File: src/rtl/nand_skip_pkg.sv
package nand_skip_pkg;

  typedef enum logic [1:0] {
    ACT_PROG = 2'd0,
    ACT_SKIP = 2'd1,
    ACT_DISC = 2'd2
  } map_act_e;

  typedef enum logic [2:0] {
    W_IDLE  = 3'd0,
    W_FETCH = 3'd1,
    W_QREQ  = 3'd2,
    W_QWAIT = 3'd3,
    W_EMIT  = 3'd4,
    W_DISC  = 3'd5,
    W_DEMIT = 3'd6,
    W_CHECK = 3'd7
  } walk_st_e;

endpackage

File: src/rtl/map_entry_mux.sv
module map_entry_mux #(
  parameter int NPART = 8,
  parameter int BLK_W = 10,
  localparam int IDX_W = (NPART > 1) ? $clog2(NPART) : 1
) (
  input  logic [NPART-1:0]         valid_i,
  input  logic [NPART*BLK_W-1:0]   first_i,
  input  logic [NPART*BLK_W-1:0]   last_i,
  input  logic [NPART*(BLK_W+1)-1:0] need_i,
  input  logic [IDX_W-1:0]         sel_i,
  output logic                     ent_valid_o,
  output logic [BLK_W-1:0]         ent_first_o,
  output logic [BLK_W-1:0]         ent_last_o,
  output logic [BLK_W:0]           ent_need_o
);

  logic [BLK_W-1:0] first_a [NPART];
  logic [BLK_W-1:0] last_a  [NPART];
  logic [BLK_W:0]   need_a  [NPART];

  for (genvar g = 0; g < NPART; g++) begin : g_unpack
    assign first_a[g] = first_i[g*BLK_W +: BLK_W];
    assign last_a[g]  = last_i[g*BLK_W +: BLK_W];
    assign need_a[g]  = need_i[g*(BLK_W+1) +: (BLK_W+1)];
  end

  always_comb begin
    ent_valid_o = 1'b0;
    ent_first_o = '0;
    ent_last_o  = '0;
    ent_need_o  = '0;
    for (int k = 0; k < NPART; k++) begin
      if (sel_i == IDX_W'(k)) begin
        ent_valid_o = valid_i[k];
        ent_first_o = first_a[k];
        ent_last_o  = last_a[k];
        ent_need_o  = need_a[k];
      end
    end
  end

endmodule

File: src/rtl/map_cmd_reg.sv
module map_cmd_reg #(
  parameter int BLK_W = 10
) (
  input  logic             clk,
  input  logic             rst,
  input  logic             load_i,
  input  logic [1:0]       act_i,
  input  logic [BLK_W-1:0] img_i,
  input  logic [BLK_W-1:0] phys_i,
  input  logic             ready_i,
  output logic             valid_o,
  output logic [1:0]       act_o,
  output logic [BLK_W-1:0] img_o,
  output logic [BLK_W-1:0] phys_o,
  output logic             fire_o
);

  assign fire_o = valid_o & ready_i;

  always_ff @(posedge clk) begin
    if (rst) begin
      valid_o <= 1'b0;
      act_o   <= '0;
      img_o   <= '0;
      phys_o  <= '0;
    end else if (load_i) begin
      valid_o <= 1'b1;
      act_o   <= act_i;
      img_o   <= img_i;
      phys_o  <= phys_i;
    end else if (fire_o) begin
      valid_o <= 1'b0;
    end
  end

  // an offered command is held unchanged until it is taken
  p_hold_cmd_r8: assert property (@(posedge clk) disable iff (rst)
    (valid_o && !ready_i) |=> (valid_o && $stable(act_o) && $stable(img_o) && $stable(phys_o)));

  // a new command is never loaded over one still pending
  p_no_overwrite_r8: assert property (@(posedge clk) disable iff (rst)
    load_i |-> !valid_o);

endmodule

File: src/rtl/map_walker.sv
module map_walker
  import nand_skip_pkg::*;
#(
  parameter int NPART = 8,
  parameter int BLK_W = 10,
  localparam int IDX_W = (NPART > 1) ? $clog2(NPART) : 1,
  localparam int CNT_W = $clog2(NPART + 1)
) (
  input  logic             clk,
  input  logic             rst,
  input  logic             start_i,
  output logic [IDX_W-1:0] sel_o,
  input  logic             ent_valid_i,
  input  logic [BLK_W-1:0] ent_first_i,
  input  logic [BLK_W-1:0] ent_last_i,
  input  logic [BLK_W:0]   ent_need_i,
  output logic             bb_rd_o,
  output logic [BLK_W-1:0] bb_addr_o,
  input  logic             bb_bad_i,
  output logic             load_o,
  output logic [1:0]       act_o,
  output logic [BLK_W-1:0] img_o,
  output logic [BLK_W-1:0] phys_o,
  input  logic             fire_i,
  output logic             busy_o,
  output logic             done_o,
  output logic             reject_o
);

  walk_st_e         st;
  logic [CNT_W-1:0] idx;
  logic [BLK_W-1:0] cur_first, cur_last, phys;
  logic [BLK_W:0]   cur_need, good, disc_img;
  logic [BLK_W:0]   pend_img;
  logic             table_end;

  assign sel_o     = idx[IDX_W-1:0];
  assign table_end = (idx == CNT_W'(NPART));
  assign pend_img  = {1'b0, cur_first} + good;
  assign bb_addr_o = phys;
  assign bb_rd_o   = (st == W_QREQ);
  assign busy_o    = (st != W_IDLE);

  always_comb begin
    load_o = 1'b0;
    act_o  = ACT_PROG;
    img_o  = pend_img[BLK_W-1:0];
    phys_o = phys;
    if (st == W_QWAIT) begin
      load_o = 1'b1;
      act_o  = bb_bad_i ? ACT_SKIP : ACT_PROG;
    end else if (st == W_DISC && disc_img <= {1'b0, cur_last}) begin
      load_o = 1'b1;
      act_o  = ACT_DISC;
      img_o  = disc_img[BLK_W-1:0];
      phys_o = cur_last;
    end
  end

  always_ff @(posedge clk) begin
    if (rst) begin
      st        <= W_IDLE;
      idx       <= '0;
      cur_first <= '0;
      cur_last  <= '0;
      cur_need  <= '0;
      phys      <= '0;
      good      <= '0;
      disc_img  <= '0;
      done_o    <= 1'b0;
      reject_o  <= 1'b0;
    end else begin
      done_o <= 1'b0;
      unique case (st)
        W_IDLE: begin
          if (start_i) begin
            idx      <= '0;
            reject_o <= 1'b0;
            st       <= W_FETCH;
          end
        end
        W_FETCH: begin
          if (table_end) begin
            done_o <= 1'b1;
            st     <= W_IDLE;
          end else if (ent_valid_i) begin
            cur_first <= ent_first_i;
            cur_last  <= ent_last_i;
            cur_need  <= ent_need_i;
            phys      <= ent_first_i;
            good      <= '0;
            st        <= W_QREQ;
          end else begin
            idx <= idx + 1'b1;
          end
        end
        W_QREQ:  st <= W_QWAIT;
        W_QWAIT: begin
          if (!bb_bad_i) good <= good + 1'b1;
          st <= W_EMIT;
        end
        W_EMIT: begin
          if (fire_i) begin
            if (phys == cur_last) begin
              disc_img <= pend_img;
              st       <= W_DISC;
            end else begin
              phys <= phys + 1'b1;
              st   <= W_QREQ;
            end
          end
        end
        W_DISC: begin
          if (disc_img > {1'b0, cur_last}) st <= W_CHECK;
          else                             st <= W_DEMIT;
        end
        W_DEMIT: begin
          if (fire_i) begin
            disc_img <= disc_img + 1'b1;
            st       <= W_DISC;
          end
        end
        W_CHECK: begin
          if (good < cur_need) reject_o <= 1'b1;
          idx <= idx + 1'b1;
          st  <= W_FETCH;
        end
        default: st <= W_IDLE;
      endcase
    end
  end

  // lookups stay inside the current partition
  p_query_range_r1: assert property (@(posedge clk) disable iff (rst)
    bb_rd_o |-> (phys >= cur_first && phys <= cur_last));

  // discards never pass the partition's last block
  p_disc_window_r4: assert property (@(posedge clk) disable iff (rst)
    (st == W_DEMIT) |-> (disc_img <= {1'b0, cur_last}));

  // done is a single-cycle pulse taken while idle
  p_done_pulse_r9: assert property (@(posedge clk) disable iff (rst)
    done_o |=> !done_o);
  p_done_idle_r9: assert property (@(posedge clk) disable iff (rst)
    done_o |-> !busy_o);

endmodule

File: src/rtl/nand_skip_mapper.sv
module nand_skip_mapper
  import nand_skip_pkg::*;
#(
  parameter int NPART = 8,
  parameter int BLK_W = 10,
  localparam int IDX_W = (NPART > 1) ? $clog2(NPART) : 1
) (
  input  logic                       clk,
  input  logic                       rst,
  input  logic                       start_i,
  input  logic [NPART-1:0]           part_valid_i,
  input  logic [NPART*BLK_W-1:0]     part_first_i,
  input  logic [NPART*BLK_W-1:0]     part_last_i,
  input  logic [NPART*(BLK_W+1)-1:0] part_need_i,
  output logic                       bb_rd_o,
  output logic [BLK_W-1:0]           bb_addr_o,
  input  logic                       bb_bad_i,
  output logic                       cmd_valid_o,
  input  logic                       cmd_ready_i,
  output logic [1:0]                 cmd_act_o,
  output logic [BLK_W-1:0]           cmd_img_o,
  output logic [BLK_W-1:0]           cmd_phys_o,
  output logic                       busy_o,
  output logic                       done_o,
  output logic                       reject_o
);

  logic [IDX_W-1:0] sel;
  logic             ent_valid;
  logic [BLK_W-1:0] ent_first, ent_last;
  logic [BLK_W:0]   ent_need;
  logic             load, fire;
  logic [1:0]       w_act;
  logic [BLK_W-1:0] w_img, w_phys;

  map_entry_mux #(.NPART(NPART), .BLK_W(BLK_W)) u_mux (
    .valid_i(part_valid_i), .first_i(part_first_i), .last_i(part_last_i),
    .need_i(part_need_i), .sel_i(sel), .ent_valid_o(ent_valid),
    .ent_first_o(ent_first), .ent_last_o(ent_last), .ent_need_o(ent_need)
  );

  map_walker #(.NPART(NPART), .BLK_W(BLK_W)) u_walk (
    .clk(clk), .rst(rst), .start_i(start_i), .sel_o(sel),
    .ent_valid_i(ent_valid), .ent_first_i(ent_first), .ent_last_i(ent_last),
    .ent_need_i(ent_need), .bb_rd_o(bb_rd_o), .bb_addr_o(bb_addr_o),
    .bb_bad_i(bb_bad_i), .load_o(load), .act_o(w_act), .img_o(w_img),
    .phys_o(w_phys), .fire_i(fire), .busy_o(busy_o), .done_o(done_o),
    .reject_o(reject_o)
  );

  map_cmd_reg #(.BLK_W(BLK_W)) u_cmd (
    .clk(clk), .rst(rst), .load_i(load), .act_i(w_act), .img_i(w_img),
    .phys_i(w_phys), .ready_i(cmd_ready_i), .valid_o(cmd_valid_o),
    .act_o(cmd_act_o), .img_o(cmd_img_o), .phys_o(cmd_phys_o), .fire_o(fire)
  );

  // programmed data only ever shifts toward higher blocks
  p_img_behind_r2: assert property (@(posedge clk) disable iff (rst)
    (cmd_valid_o && cmd_act_o == 2'd0) |-> (cmd_img_o <= cmd_phys_o));

  // reject is sticky until a start is taken from idle
  p_reject_sticky_r6: assert property (@(posedge clk) disable iff (rst)
    (reject_o && !(start_i && !busy_o)) |=> reject_o);

  // a start during a run does not end the run
  p_start_busy_r10: assert property (@(posedge clk) disable iff (rst)
    (busy_o && start_i && !done_o && cmd_valid_o) |=> busy_o);

  // no code beyond discard appears
  p_act_code_r8: assert property (@(posedge clk) disable iff (rst)
    cmd_valid_o |-> (cmd_act_o != 2'd3));

endmodule

File: config.mk
export PLATFORM = sky130hd
export DESIGN_NAME = nand_skip_mapper
export DESIGN_NICKNAME = d
export VERILOG_FILES = /design/src/rtl/nand_skip_pkg.sv /design/src/rtl/map_entry_mux.sv /design/src/rtl/map_cmd_reg.sv /design/src/rtl/map_walker.sv /design/src/rtl/nand_skip_mapper.sv
export SDC_FILE = /design/constraint.sdc
export NUM_CORES = 1
export LEC_CHECK = 0
export BUFFER_PORTS_ARGS = -buffer_cell sky130_fd_sc_hd__clkbuf_2
export CORE_MARGIN = 10
export CORE_UTILIZATION = 51
export CTS_CLUSTER_DIAMETER = 150
export CTS_CLUSTER_SIZE = 40
export DETAILED_ROUTE_END_ITERATION = 12
export PLACE_DENSITY = 0.82
export SYNTH_ARGS = -nofsm -noshare
export SYNTH_HDL_FRONTEND = slang
export SYNTH_HIERARCHICAL = 1
export SYNTH_SLANG_ARGS = --single-unit
File: constraint.sdc
create_clock -name clk -period 2.76 [get_ports clk]
set_input_delay 0.276 -clock clk [delete_from_list [all_inputs] [get_ports clk]]
set_output_delay 0.276 -clock clk [all_outputs]
set_load 0.01 [all_outputs]
==> results of run 1 <==
## worst reg2reg max path: stages, from the launching register on
cell and delay [ns]:
dfxtp_1 0.41, inv_1 0.08, ha_1 0.32, and4b_1 0.27, and2_1 0.22, a221oi_2 0.08, a41oi_2 0.27, nand2b_4 0.25
buf_12 0.14, mux2_1 0.34, mux2i_1 0.14, nor2_1 0.05
## registers in the layout, indices dropped and copies added, names as in the netlist, 3 cells and up
| signal | cells |
|---|---|
| u_cmd/img_o | 10 |
| u_cmd/phys_o | 10 |
| u_walk/bb_addr_o | 10 |
| u_walk/cur_first | 10 |
| u_walk/cur_last | 10 |
| u_walk/cur_need | 11 |
| u_walk/disc_img | 11 |
| u_walk/good | 11 |
| u_walk/idx | 4 |
| u_walk/st | 3 |
## placed cells by master, fill, tap and decap left out, types with 5 or more instances in the layout
master,n
o211ai_1,13
a21oi_1,125
nor2_1,78
xor2_1,12
nor3_1,8
nand2b_1,12
xnor2_1,16
o21ai_0,21
a31oi_1,5
ha_1,35
a211oi_1,9
nor2b_1,5
a221oi_1,6
and2_1,5
nand2_1,163
a22oi_1,28
nand4_1,9
and3_1,9
buf_12,5
mux2_1,18
inv_1,28
nand3_1,12
a221oi_2,22
buf_4,32
clkbuf_16,9
or2_0,27
o21ai_1,20
a311oi_1,5
dfxtp_1,92
clkbuf_2,297
o31a_1,26
mux2i_1,90
## area by class of cell
class / instances / share of cell area, %
multi-input cells: 847 / 56.1
inverters: 29 / 1.06
clock buffers: 10 / 2.33
well taps: 216 / 2.64
clock inverters: 6 / 1.34
repair buffers: 334 / 17.8
flip-flops and latches: 95 / 18.7
## per-layer routing
metal | global-route usage (%) | vias to the layer above
li1 | - | 4322
met1 | 34.4 | 4221
met2 | 45.4 | 453
met3 | 5.34 | 89
met4 | 9.12 | 0
met5 | 0 | -
## cells by family (layout without fill, tap and decap cells)
kind of cell | count (synthesis) | after routing | synth area share, %
AOI/OAI and AO/OA | 311 | 311 | 26.5
muxes | 110 | 110 | 13.7
adders and majority gates | 36 | 36 | 5.57
and+or+nand+nor | 360 | 361 | 20.6
xor gates and xnor gates | 29 | 29 | 3.18
DFF | 95 | 95 | 23.1
buffers and inverters | 112 | 379 | 7.35
## power breakdown
group / total [mW] / internal [mW] / switching, mW
combinational: 1.46 / 0.662 / 0.801
sequential: 1.51 / 1.43 / 0.0814
clock: 1.55 / 1.01 / 0.543
## path summary, 6_finish.rpt
check	start	cells past startpoint	endpoint
max	u_walk/cur_last[9]	11	u_cmd/img_o[6]
min	cmd_ready_i	3	u_cmd/valid_o
max reg2reg	u_walk/cur_last[9]	11	u_cmd/img_o[6]
min reg2reg	u_walk/cur_need[3]	2	u_walk/cur_need[3]
## stage by stage
step	power [mW]	cell area [um2]	hold slack, ns
after detailed placement	2.93	9790	0.449
after global routing	4.74	10200	0.247
final	4.53	10200	0.207
after CTS	4.48	10200	0.198
after global placement	2.91	9790	0.445
after floorplan	2.43	8220	0.345
## what timing repair did
action	CTS	global route
setup buffers	0	4
setup endpoints to repair	0	23
resized for setup	0	3
endpoints found under the hold margin	0	0
==> metrics, run 1 <==
TNS Setup=0 ns; sequential share of the synthesized area=approximately 23%; pwr dens=between 400 and 500 nW/um2; number of global-route vias before repair=between 8,000 and 9,000; WP data arrival=2.91 ns; most frequent cell after synthesis=nand2_1; Core Util, Final=64.7%; Post-synth top cells=nand2_1 (163), a21oi_1 (125), dfxtp_1 (95), mux2i_1 (90), nor2_1 (78); initial core utilization=51.9%; minimum clock period=2.71 ns; final WL=31.4 mm; HPWL after DPL=approximately 25 mm; Hold Buf Count CTS=0; DRT iter0 DRCs=925; Post-synth ARST share=0%; Worst-Margin Slew=0.827 ns; Post-DRT Antenna Nets=0; clock root buffer=clkbuf_16; top_reg_cell synth=dfxtp_1; Synthesis Warnings=6; Syn Inst Count=~1,100; top cells by area, synth=dfxtp_1 (23%), mux2i_1 (11%), a21oi_1 (7.6%); Post-synth EDFFs=0; initial antenna violation count=0; Multi-input gate area=between 5000 and 6000 um2; PortBufs=between 200 and 300; largest net degree at the start of global routing=just over 90; Core Area=about 16,000 um2; Area Growth Syn to Fin=24.6%; top cell type's share of synthesized area=between 20% and 30%; maximum vdd drop=383 uV; Slowest-stage cell, CP=dfxtp_1; drt pass-1 iters=6; die area=~22,000 um2; final worst setup slack=roughly 0.054 ns; hold crit path type=in -> reg; Max FO, Critical Path=6; met2 WL post-DR=around 15 mm; drt drc=0; Routed WL per cell=20.4 um; #FFs+latches synth=95; highest clock rate=370 MHz; clock buffer depth=2; Reg2Reg Setup Slack=around 0.054 ns; relative slew slack=44.8%; Max-cap violations=0; pre-CTS setup slack=~0.083 ns; Placed Cells=between 1,500 and 2,000; vias per inst=5.91; Die Width=147 um; Worst-path clk slew=around 0.070 ns; met1 WL=around 13 mm; CTS H-tree lvls=3; CP endpoint kind=flop; syn avg cell area=roughly 7.8 um2; Highest Signal Layer=met4; fin crit share=98.0%; CTS buffer count=9; register area=~1900 um2; via count=9,085; critical path, cell by cell=inv_1 > ha_1 > and4b_1 > and2_1 > a221oi_2 > a41oi_2 > nand2b_4 > buf_12 > mux2_1 > mux2i_1 > nor2_1; Setup CP Type=reg -> reg; Total Nets Final=~1,600; unique cell type count in the Yosys netlist=74; CTS tree=built; Netlist Area Pre-Place=8220 um2; Top Ports=298; clock sink count=95; Total GRT Usage=27.3%; Final Setup Violations=0; Die H=147 um; CP peak stage delay=0.41 ns; cell family with most CP delay=simple AND/OR/NAND/NOR gates; CP Data Required Time=2.97 ns; Worst Skew=roughly 0.012 ns; Syn Nets=1,350; Buf+Inv Stages, Crit Path=2; Detail Route met3 WL=2.41 mm; Slew Viols, Final=0; share of layout cells above drive strength 1=30.1%; fillcell total=1,364; Hold Vio Cnt, Final=0; final antenna diode count=0; total gr overflow=0; leading area contributor after synthesis=dfxtp_1; critical path launch point type=flop; # rows=46; RSZ-0062 raised after global routing=no; non-filler cells, final=around 1,500; first-pass GRT wire length=48.3 mm; status=completed; Placer Congestion=approximately 0.95; clk_lat worst skew=0.35 ns; LEAKAGE=4.28 nW
Power figures use the tool's default switching activity.
==> run 2: changes to the inputs <==
--- a/config.mk
+++ b/config.mk
@@ -7,11 +7,11 @@
 export LEC_CHECK = 0
 export BUFFER_PORTS_ARGS = -buffer_cell sky130_fd_sc_hd__clkbuf_2
 export CORE_MARGIN = 10
-export CORE_UTILIZATION = 51
+export CORE_UTILIZATION = 46
 export CTS_CLUSTER_DIAMETER = 150
 export CTS_CLUSTER_SIZE = 40
 export DETAILED_ROUTE_END_ITERATION = 12
-export PLACE_DENSITY = 0.82
+export PLACE_DENSITY = 0.78
 export SYNTH_ARGS = -nofsm -noshare
 export SYNTH_HDL_FRONTEND = slang
 export SYNTH_HIERARCHICAL = 1
==> constraint.sdc (replaced) <==
create_clock -name clk -period 2.4 [get_ports clk]
set_input_delay 0.48 -clock clk [delete_from_list [all_inputs] [get_ports clk]]
set_output_delay 0.48 -clock clk [all_outputs]
set_load 0.01 [all_outputs]
==> metrics, run 2 (synthesized netlist as in run 1, its figures left out) <==
pwr dens=481 nW/um2; Post-DRT Antenna Nets=0; share of layout cells above drive strength 1=35.0%; Max-cap violations=0; Slew Viols, Final=0; Die Width=154 um; CP peak stage delay=0.34 ns; Hold Vio Cnt, Final=0; Die H=around 150 um; CTS H-tree lvls=3; Core Area=17,400 um2; final WL=32.7 mm; drt drc=0; Min Hold Slack=0.411 ns; Placer Congestion=0.981; final worst setup slack=-0.00910 ns; largest net degree at the start of global routing=60; pre-CTS setup slack=-0.0433 ns; Area Growth Syn to Fin=30.3%; status=finished with violations; vias per inst=5.88; Slowest-stage cell, CP=mux2_2; HPWL after DPL=25.6 mm; clock root buffer=clkbuf_16; hold crit path type=in -> reg; maximum vdd drop=441 uV; WP data arrival=2.64 ns; critical path, cell by cell=inv_1 > ha_4 > and4_1 > and2_4 > a221oi_4 > a41oi_2 > nand2b_4 > clkbuf_16 > mux2_2 > mux2i_1 > nor2_1; Buf+Inv Stages, Crit Path=2; drt pass-1 iters=5; initial antenna violation count=2; LEAKAGE=4.56 nW; failing checks=setup timing; CP endpoint kind=flop; CP Data Required Time=about 2.6 ns; fin crit share=100%; total gr overflow=0; Max FO, Critical Path=10; # rows=48; Setup CP Type=reg -> reg; number of global-route vias before repair=8,945; top flop regs=u_walk/cur_need x11, u_walk/disc_img x11, u_walk/good x11; die area=~24,000 um2; Total Nets Final=1,649; Total GRT Usage=25.3%; DRT iter0 DRCs=975; critical path launch point type=flop; R2R Path Start=u_walk/cur_last[6]; Top Ports=298; highest clock rate=between 400 and 500 MHz; Hold Startpoint=cmd_ready_i; Final Setup Violations=5; CTS tree=built; Worst-Margin Slew=a little under 0.7 ns; relative slew slack=between 50% and 60%; clock sink count=95; cell family with most CP delay=simple AND/OR/NAND/NOR gates; first-pass GRT wire length=49.1 mm; initial core utilization=between 40% and 50%; clock buffer depth=2; Setup crit start=u_walk/cur_last[6]; via count=~9,300; most frequent cells in the layout=clkbuf_2 (297), nand2_1 (163), a21oi_1 (124), mux2i_1 (90), dfxtp_1 (84); CTS buffer count=9; PortBufs=297; clk_lat worst skew=about 0.35 ns; Routed WL per cell=20.7 um; RSZ-0062 raised after global routing=yes; Hold Buf Count CTS=0; minimum clock period=2.41 ns; Worst-path clk slew=approximately 0.070 ns; most common cell after layout, fill and taps aside=clkbuf_2; Worst Skew=approximately 0.011 ns
[run 2: cell count changes in the layout (fill, tap and decap cells not counted), moves of 5 or more]
cell / change
dfxtp_1: -8
dfxtp_2: +7
ha_4: +5
ha_1: -5
buf_4: +34
mux2_4: +17
mux2_1: -17
[run 2: where the power goes]
part           internal [mW]  switching (mW)
clock network          0.975           0.633
logic                  0.850           0.973
registers               1.64          0.0783
total                   3.47            1.68
[run 2: per-layer routing]
layer	vias up	routed length, um	track usage [%]
li1	4390	-	-
met1	4324	13500	31.9
met2	510	15400	41.4
met3	93	2650	5.63
met4	0	1170	8.77
met5	-	0	0
[run 2: cell type report]
| type | instances | area (um2) |
|---|---|---|
| fill | 1549 | 6710 |
| multi-input combinational | 846 | 5920 |
| timing repair buffer | 371 | 2140 |
| sequential | 95 | 1920 |
| tap | 225 | 282 |
| clock buffer | 12 | 256 |
| inverter | 29 | 109 |
| clock inverter | 4 | 76.3 |
| antenna | 2 | 5.00 |
[run 2: through the flow]
step / total power, mW / TNS [ns] / instances / cell area (um2) / utilization (%)
after detailed placement: 3.43 / -0.109 / 1558 / 10100 / 57.8
final: 5.15 / -0.0293 / 1584 / 10700 / 61.5
after global placement: 3.40 / 0 / 1558 / 10100 / 57.8
after CTS: 5.05 / 0 / 1575 / 10400 / 59.9
after global routing: 5.40 / -1.55 / 1584 / 10700 / 61.5
after floorplan: 2.80 / -0.0198 / 1053 / 8230 / -
[run 2: worst min-delay path: stages]
cell	delay [ns]
clkbuf_2	0.08
nand2b_1	0.09
a21oi_1	0.06
[run 2: repair_timing]
item                                    4_1_cts  5_1_grt
endpoints found under the hold margin         0        0
endpoints found under the setup margin       20       38
pin swaps                                     0       10
gates resized for setup                       2       47
cloned                                        0        2
buffers inserted                              1        5
[run 2: worst paths after layout]
kind	end	slack, ns	cells past startpoint
hold reg to reg	u_walk/cur_need[3]	0.46	2
setup reg to reg	u_cmd/phys_o[9]	-0.009	11
hold / removal	u_cmd/valid_o	0.41	3
setup / recovery	u_cmd/phys_o[9]	-0.009	11
==> run 3: changes to the inputs <==
--- a/config.mk
+++ b/config.mk
@@ -7,11 +7,12 @@
 export LEC_CHECK = 0
 export BUFFER_PORTS_ARGS = -buffer_cell sky130_fd_sc_hd__clkbuf_2
 export CORE_MARGIN = 10
-export CORE_UTILIZATION = 46
+export CORE_UTILIZATION = 47
+export CTS_BUF_LIST = sky130_fd_sc_hd__clkbuf_8
 export CTS_CLUSTER_DIAMETER = 150
 export CTS_CLUSTER_SIZE = 40
 export DETAILED_ROUTE_END_ITERATION = 12
-export PLACE_DENSITY = 0.78
+export PLACE_DENSITY = 0.79
 export SYNTH_ARGS = -nofsm -noshare
 export SYNTH_HDL_FRONTEND = slang
 export SYNTH_HIERARCHICAL = 1
==> constraint.sdc (replaced) <==
create_clock -name clk -period 2.4 [get_ports clk]
set_input_delay 0.12 -clock clk [delete_from_list [all_inputs] [get_ports clk]]
set_output_delay 0.12 -clock clk [all_outputs]
set_load 0.01 [all_outputs]
==> metrics, run 3 (synthesized netlist as in run 1, its figures left out) <==
critical path, cell by cell=inv_2 > ha_4 > and4b_1 > and2_4 > a221oi_4 > a41oi_2 > nand2b_4 > clkbuf_16 > mux2_4 > mux2i_1 > nor2_1; relative slew slack=62.3%; Slew Viols, Final=0; pwr dens=around 430 nW/um2; Worst Skew=0.00947 ns; Worst-Margin Slew=roughly 0.57 ns; drt drc=0; failing checks=setup timing; initial antenna violation count=1; Die Width=152 um; final antenna diode count=0; non-filler cells, final=1,592; vias per inst=5.83; CP endpoint kind=flop; Setup CP Type=reg -> reg; Total GRT Usage=25.1%; drt pass-1 iters=5; HPWL after DPL=25.0 mm; GR Util met2=41.1%; Core Util, Final=between 60 and 70%; first-pass GRT wire length=48.6 mm; most common cell after layout, fill and taps aside=clkbuf_2; maximum vdd drop=between 500 and 600 uV; number of global-route vias before repair=8,767; clock sink count=95; Routed WL per cell=20.2 um; DRT iter0 DRCs=735; critical path launch point type=flop; top flop regs=u_walk/cur_need x11, u_walk/disc_img x11, u_walk/good x11; Core Area=17,200 um2; most frequent cells in the layout=clkbuf_2 (297), nand2_1 (162), a21oi_1 (122), mux2i_1 (90), dfxtp_1 (81); minimum clock period=2.42 ns; CTS buffer count=9; LEAKAGE=4.56 nW; CP peak stage delay=0.35 ns; CP Data Required Time=2.67 ns; Area Growth Syn to Fin=30.4%; Placed Cells=about 1,600; via count=9,280; clk_lat worst skew=0.39 ns; share of layout cells above drive strength 1=36.1%; Slowest-stage cell, CP=dfxtp_2; Max FO, Critical Path=5; GR Layer Usage met1=32.6%; Worst-path clk slew=0.10 ns; Max-cap violations=0; die area=23,200 um2; Post-DRT Antenna Nets=0; RSZ-0062 raised after global routing=yes; WP data arrival=2.69 ns; Hold Vio Cnt, Final=0; hold crit path type=in -> reg; Final Setup Violations=1; largest net degree at the start of global routing=93; fin crit share=101%; cell family with most CP delay=simple AND/OR/NAND/NOR gates; final WL=32.2 mm; # rows=48; status=finished with violations; clock root buffer=clkbuf_8; GRT met3 Usage=roughly 5.4%; initial core utilization=47.7%; highest clock rate=414 MHz; clock buffer depth=2; Total Nets Final=1,659; Die H=approximately 150 um; gr busiest metal=met2; PortBufs=297; pre-CTS setup slack=-0.00739 ns; CTS tree=built; final worst setup slack=-0.0151 ns; Top Ports=298; Buf+Inv Stages, Crit Path=2; total gr overflow=0; Placer Congestion=0.948; CTS H-tree lvls=3; Total Power=4.65 mW
[run 3: cell count changes in the layout (fill, tap and decap cells not counted), sizes merged]
| cell | previous run | this run |
|---|---|---|
| buf | 72 | 81 |
| bufinv | 2 | 1 |
| clkbuf | 311 | 308 |
| clkinv | 0 | 2 |
| clkinvlp | 1 | 3 |
| diode | 2 | 0 |
| dlygate4sd3 | 0 | 1 |
[run 3: repair_timing]
item / CTS / global route
hold buffers: 1 / 0
endpoints found under the hold margin: 1 / 0
endpoints found under the setup margin: 20 / 37
buffers inserted: 1 / 7
gates resized for setup: 5 / 58
cloned: 0 / 3
pin swaps: 3 / 15
[run 3: metal layers]
metal | wire [um] | part of all wire (%)
met2 | 15200 | 47
met3 | 2550 | 7.9
met1 | 13500 | 42
met5 | 8 | 0.025
met4 | 948 | 2.9
[run 3: through the flow]
stage | hold WS [ns] | instance area (um2) | setup TNS [ns]
2_1_floorplan | 0.189 | 8230 | -0.0198
3_3_place_gp | 0.402 | 10100 | 0
3_5_place_dp | 0.412 | 10100 | -0.0156
4_1_cts | 0.0951 | 10300 | 0
5_1_grt | 0.148 | 10700 | -1.09
6_report | 0.137 | 10700 | -0.0151
[run 3: report_power, final]
part / internal (mW) / total (mW) / switching [mW]
Clock: 0.473 / 1.08 / 0.605
Combinational: 0.876 / 1.87 / 0.992
Sequential: 1.64 / 1.71 / 0.0616
Total: 2.99 / 4.65 / 1.66
[run 3: worst paths after layout]
check,cells past startpoint,from,endpoint,slack [ns]
worst min-delay path,4,bb_bad_i,u_walk/good[1],0.14
worst max register to register,11,u_walk/cur_last[9],u_cmd/phys_o[3],-0.02
worst max-delay path,11,u_walk/cur_last[9],u_cmd/phys_o[3],-0.02
worst min register to register,2,u_walk/cur_need[6],u_walk/cur_need[6],0.47
[run 3: area by class of cell]
type,instances,area (um2)
fill,1466,6520
multi-input combinational,846,5970
timing repair buffer,381,2240
sequential,95,1930
tap,225,282
clock buffer,9,124
inverter,29,109
clock inverter,7,65.1
[run 3: tightest hold or removal path, stage by stage]
cell and delay (ns):
clkbuf_2 0.13, nor2b_1 0.07, nand4_1 0.09, a21oi_1 0.08
